--- src/rtl/irq_hub_pkg.sv ---
package irq_hub_pkg;
    localparam logic [31:0] OFF_PEND  = 32'h0000_1000;
    localparam logic [31:0] OFF_EN    = 32'h0000_2000;
    localparam logic [31:0] OFF_THR   = 32'h0020_0000;
    localparam logic [31:0] OFF_CLAIM = 32'h0020_0004;

    typedef enum logic [1:0] {
        GW_IDLE = 2'd0,
        GW_PEND = 2'd1,
        GW_BUSY = 2'd2
    } gw_state_t;
endpackage

--- src/rtl/irq_gateway.sv ---
module irq_gateway
    import irq_hub_pkg::*;
(
    input  logic clk,
    input  logic rst_n,
    input  logic req,
    input  logic claim,
    input  logic complete,
    output logic pending,
    output logic busy
);
    gw_state_t state_q, state_d;

    always_comb begin
        state_d = state_q;
        unique case (state_q)
            GW_IDLE: if (req)      state_d = GW_PEND;
            GW_PEND: if (claim)    state_d = GW_BUSY;
            GW_BUSY: if (complete) state_d = GW_IDLE;
            default:               state_d = GW_IDLE;
        endcase
    end

    always_ff @(posedge clk or negedge rst_n) begin
        if (!rst_n) state_q <= GW_IDLE;
        else        state_q <= state_d;
    end

    always_comb begin
        pending = 1'b0;
        busy    = 1'b0;
        unique case (state_q)
            GW_IDLE: ;
            GW_PEND: pending = 1'b1;
            GW_BUSY: busy    = 1'b1;
            default: ;
        endcase
    end
endmodule

--- src/rtl/irq_arbiter.sv ---
module irq_arbiter #(
    parameter int NSRC   = 31,
    parameter int PRIO_W = 3,
    parameter int ID_W   = 5
) (
    input  logic [NSRC:1]             cand,
    input  logic [NSRC:1][PRIO_W-1:0] prio,
    input  logic [PRIO_W-1:0]         thr,
    output logic [ID_W-1:0]           win_id,
    output logic                      any
);
    logic [PRIO_W-1:0] best;

    // Seeding with the threshold makes the test strict; scanning upward with
    // a strict compare keeps the lowest ID on a tie.
    always_comb begin
        best   = thr;
        win_id = '0;
        for (int k = 1; k <= NSRC; k++) begin
            if (cand[k] && (prio[k] > best)) begin
                best   = prio[k];
                win_id = ID_W'(k);
            end
        end
        any = (win_id != '0);
    end
endmodule

--- src/rtl/irq_hub.sv ---
module irq_hub
    import irq_hub_pkg::*;
#(
    parameter int NSRC   = 31,
    parameter int PRIO_W = 3,
    parameter int ADDR_W = 24,
    parameter int DATA_W = 32
) (
    input  logic              clk,
    input  logic              rst_n,
    input  logic [NSRC:1]     src_req,
    input  logic [ADDR_W-1:0] bus_addr,
    input  logic              bus_rd,
    input  logic              bus_wr,
    input  logic [DATA_W-1:0] bus_wdata,
    output logic [DATA_W-1:0] bus_rdata,
    output logic              ext_irq
);
    localparam int ID_W = $clog2(NSRC + 1);

    logic [NSRC:1][PRIO_W-1:0] prio_q;
    logic [NSRC:1]             en_q;
    logic [PRIO_W-1:0]         thr_q;
    logic [NSRC:1]             pend_vec, busy_vec, claim_vec, cmpl_vec;
    logic [ID_W-1:0]           arb_id;
    logic                      arb_any;
    logic [DATA_W-1:0]         rd_val;

    wire in_prio   = (bus_addr[ADDR_W-1:12] == '0) && (bus_addr[1:0] == 2'b00);
    wire [9:0] pix = bus_addr[11:2];
    wire at_pend   = (bus_addr == OFF_PEND[ADDR_W-1:0]);
    wire at_en     = (bus_addr == OFF_EN[ADDR_W-1:0]);
    wire at_thr    = (bus_addr == OFF_THR[ADDR_W-1:0]);
    wire at_claim  = (bus_addr == OFF_CLAIM[ADDR_W-1:0]);
    wire claim_go  = bus_rd && at_claim;
    wire cmpl_go   = bus_wr && at_claim;

    generate
        for (genvar g = 1; g <= NSRC; g++) begin : g_gw
            assign claim_vec[g] = claim_go && (arb_id == ID_W'(g));
            assign cmpl_vec[g]  = cmpl_go && (bus_wdata == DATA_W'(g));
            irq_gateway u_gw (
                .clk      (clk),
                .rst_n    (rst_n),
                .req      (src_req[g]),
                .claim    (claim_vec[g]),
                .complete (cmpl_vec[g]),
                .pending  (pend_vec[g]),
                .busy     (busy_vec[g])
            );
        end
    endgenerate

    irq_arbiter #(.NSRC(NSRC), .PRIO_W(PRIO_W), .ID_W(ID_W)) u_arb (
        .cand   (pend_vec & en_q),
        .prio   (prio_q),
        .thr    (thr_q),
        .win_id (arb_id),
        .any    (arb_any)
    );

    assign ext_irq = arb_any;

    always_comb begin
        rd_val = '0;
        if (in_prio) begin
            for (int k = 1; k <= NSRC; k++)
                if (pix == 10'(k)) rd_val[PRIO_W-1:0] = prio_q[k];
        end else if (at_pend) begin
            rd_val[NSRC:1] = pend_vec;
        end else if (at_en) begin
            rd_val[NSRC:1] = en_q;
        end else if (at_thr) begin
            rd_val[PRIO_W-1:0] = thr_q;
        end else if (at_claim) begin
            rd_val[ID_W-1:0] = arb_id;
        end
    end

    always_ff @(posedge clk or negedge rst_n) begin
        if (!rst_n) begin
            prio_q    <= '0;
            en_q      <= '0;
            thr_q     <= '0;
            bus_rdata <= '0;
        end else begin
            if (bus_rd) bus_rdata <= rd_val;
            if (bus_wr) begin
                if (in_prio) begin
                    for (int k = 1; k <= NSRC; k++)
                        if (pix == 10'(k)) prio_q[k] <= bus_wdata[PRIO_W-1:0];
                end
                if (at_en)  en_q  <= bus_wdata[NSRC:1];
                if (at_thr) thr_q <= bus_wdata[PRIO_W-1:0];
            end
        end
    end
endmodule

--- config.mk ---
export PLATFORM = sky130hd
export DESIGN_NAME = irq_hub
export DESIGN_NICKNAME = d
export VERILOG_FILES = /design/src/rtl/irq_hub_pkg.sv /design/src/rtl/irq_gateway.sv /design/src/rtl/irq_arbiter.sv /design/src/rtl/irq_hub.sv
export SDC_FILE = /design/constraint.sdc
export NUM_CORES = 1
export LEC_CHECK = 0
export BUFFER_PORTS_ARGS = -buffer_cell sky130_fd_sc_hd__buf_2
export CORE_MARGIN = 1
export CORE_UTILIZATION = 62
export DETAILED_ROUTE_END_ITERATION = 8
export PLACE_DENSITY = 0.84
export SETUP_SLACK_MARGIN = 0.4
export SLEW_MARGIN = 10
export SYNTH_ARGS = -nofsm -noshare
export SYNTH_HDL_FRONTEND = slang
export SYNTH_SLANG_ARGS = --single-unit
--- constraint.sdc ---
create_clock -name clk -period 82.8 [get_ports clk]
set_input_delay 12.42 -clock clk [delete_from_list [all_inputs] [get_ports clk]]
set_output_delay 12.42 -clock clk [all_outputs]
set_load 0.01 [all_outputs]
==> qor.yml <==
outcome: "finished, final reports clean"
post-cts-setup-buffer-count: 0
ys_types: 98
cts_tree: "yes"
p_sw_share_pct: 24.3
syn2layout_area_growth_pct: 11.1
ys_ff_latch: 221
antenna_found_initial: 0
core_area_sq_um: 24300
postSynthCellCount: 1760
grt_pass1_vias: 14200
clk_latency_ns: 0.57
slowest_delay_ns: 0.66
overflow: 0
slew_viol_final: 0
clock-root-buffer: "clkbuf_16"
finalClockSkew_ns: 0.0213
numCtsBuffers: 26
grt_first_pass_wirelength_mm: 83.3
viasPerCell: 6.98
grt_usage_pct: 42.5
final_cell_mix: "dfrtp_1, nor2_1, nand2_1"
final_common_cell: "dfrtp_1"
power.share.clock_pct: 49.3
syn_avg_cell_area_sq_um: 8.72
worst_pin_slew_ns: 1.34
yosysSeqAreaShare_pct: 36.0
cts.sinks: 221
finalHoldViolCount: 0
syn_nets: 1888
htree_levels: 1
critPathArrivalTime_ns: 47.06
post_cts_resized: 0
path_class: "register to output pin"
drive_gt1_share_pct: 17.5
seqPwrFrac_pct: 46.4
drtIter0Drc: 1898
die_area_sq_um: 25400
drtPass1Iterations: 7
critPathLaunchType: "register"
yosys.area.top_type: "dfrtp_1"
worst_path_max_delay_cell: "o211ai_1"
row_count: 57
synth_area_leaders: "dfrtp_1, mux2_2, nor2_1, nand2_1, o21ai_0"
maxCapViolCount: 0
portBuffers: 123
ys.flop_type: "dfrtp_1"
cts_buffer_depth: 3
power.total_mw: 0.233
drcViolationCount: 0
relSlewSlack_pct: 10.6
min_period_ns: 59.48
crit_path_max_fanout: 11
fmax_mhz: 16.8
p_sw_mw: 0.0566
io_pins: 124
grt_max_degree: 88
cpMostUsedCell: "nor2_1"
ant_nets: 0
via_count: 15400
die_w_um: 159
power.density_nw_per_um2: 13.7
fillerInstances: 1889
yosys.area.top_type_share_pct: 36.0
start_util_pct: 63.1
hp-class: "register to register"
nets: 1988
setup_viol: 0
synth-edff-count: 0
die_h_um: 159
place_congestion: 1.04
ff2ff_setup_slack_ns: 36.03
period_share_pct: 71.8
ys_async_sr_fraction_pct: 100
syn-cell-area_sq_um: 15300
final_cells: 2201
end_kind: "output pin"
pwr-share-comb_pct: 4.4
yosysWarnings: 0
cp.required_ns: 70.38
p_leak_nw: 7.68
wl_per_cell_um: 24.7
placed_cells: 2156
clkTransAtPathRegs_ns: 0.06
rsz0062_at_grt: "false"
p_int_mw: 0.177
routed_wl_mm: 54.5
cts.hold.buffers_added: 0
ir_worst_vdd_mv: 0.0172
fin_tns_setup_ns: 0
detailed_place_hpwl_mm: 40.3
[worst paths after layout]
| path | cells past startpoint | to | startpoint |
|---|---|---|---|
| worst max register to register | 208 | g_gw[22].u_gw.state_q[1]$_DFFE_PN0P_ | thr_q[2]$_DFFE_PN0P_ |
| max in group asynchronous | 2 | bus_rdata[18]$_DFFE_PN0P_ | rst_n |
| worst max-delay path | 209 | ext_irq | thr_q[2]$_DFFE_PN0P_ |
| min in group asynchronous | 1 | prio_q[15]$_DFFE_PN0P_ | rst_n |
| worst min register to register | 1 | g_gw[25].u_gw.state_q[0]$_DFFE_PN0P_ | g_gw[25].u_gw.state_q[1]$_DFFE_PN0P_ |
| worst min-delay path | 1 | g_gw[25].u_gw.state_q[0]$_DFFE_PN0P_ | g_gw[25].u_gw.state_q[1]$_DFFE_PN0P_ |
[cell usage after synthesis, types with 12 or more instances]
master / count
o22ai_1: 37
ha_1: 37
nor2_1: 176
or3_1: 12
nor4_1: 18
o31ai_1: 12
o21ai_1: 12
nand2b_1: 17
nor2b_1: 43
nand2_1: 174
nand3_1: 59
inv_1: 89
a22oi_1: 24
nor3_1: 49
nand4b_1: 16
mux2i_1: 27
o21a_1: 14
clkbuf_1: 48
and2_1: 28
mux2_2: 97
dfrtp_1: 221
o211ai_1: 18
a21o_1: 20
a31oi_1: 16
o21ai_0: 98
nor3b_1: 18
a21oi_1: 67
a211oi_1: 18
or2_2: 12
and3_1: 27
[worst max-delay path, delay by kind of cell (launching register included)]
kind,cells,cell delay (ns)
compound gates,79,19.35
fa+ha+maj,36,10.54
buf+inv,5,0.52
flops,1,0.47
mux,7,2.24
simple gates,82,13.36
[power by group through the flow]
stage	combinational [mW]	clock [mW]	sequential (mW)
2_1_floorplan	0.00279	0	0.110
3_5_place_dp	0.00989	0	0.110
6_report	0.0102	0.115	0.108
3_3_place_gp	0.00974	0	0.110
5_1_grt	0.0108	0.119	0.108
4_1_cts	0.00991	0.115	0.108
[logic make-up after synthesis]
family | count (synthesis) | share of synthesized area, %
simple gates | 721 | 24.5
compound gates | 499 | 23.2
flops | 221 | 36.0
buf+inv | 150 | 3.89
mux | 124 | 8.88
fa+ha+maj | 45 | 3.54
[through the flow]
stage               hold slack [ns]  setup slack (ns)  utilization, %  instance area, sq um
floorplan                     0.418             31.10               -                 15300
global placement              0.430             26.10            66.6                 16200
detailed placement            0.434             25.12            66.6                 16200
CTS                           0.443             24.34            70.1                 17000
global route                  0.459             20.36            70.1                 17000
finish                        0.447             23.32            70.1                 17100
[cell type report]
cell class | instances | area, sq um | area share, %
multi-input cells | 1389 | 9230 | 54.1
flip-flops and latches | 221 | 5530 | 32.4
clock buffers | 35 | 744 | 4.37
repair buffers | 133 | 701 | 4.11
well taps | 324 | 405 | 2.38
inverters | 89 | 334 | 1.96
clock inverters | 9 | 103 | 0.602
diodes | 1 | 2.50 | 0.0147
[layer usage]
metal | GRT usage, % | part of all wire, % | vias up
met4 | 15.9 | 4.2 | 0
met3 | 10.3 | 13 | 173
li1 | - | - | 6782
met5 | 0 | 0 | -
met2 | 63.9 | 43 | 1047
met1 | 59.7 | 40 | 7352
[state kept, by name (all words and copies together), names as in the netlist]
register,cells
en_q,31
bus_rdata,32
thr_q,3
g_gw.u_gw.state_q,62
prio_q,93
(Power assumes the default switching activity.)
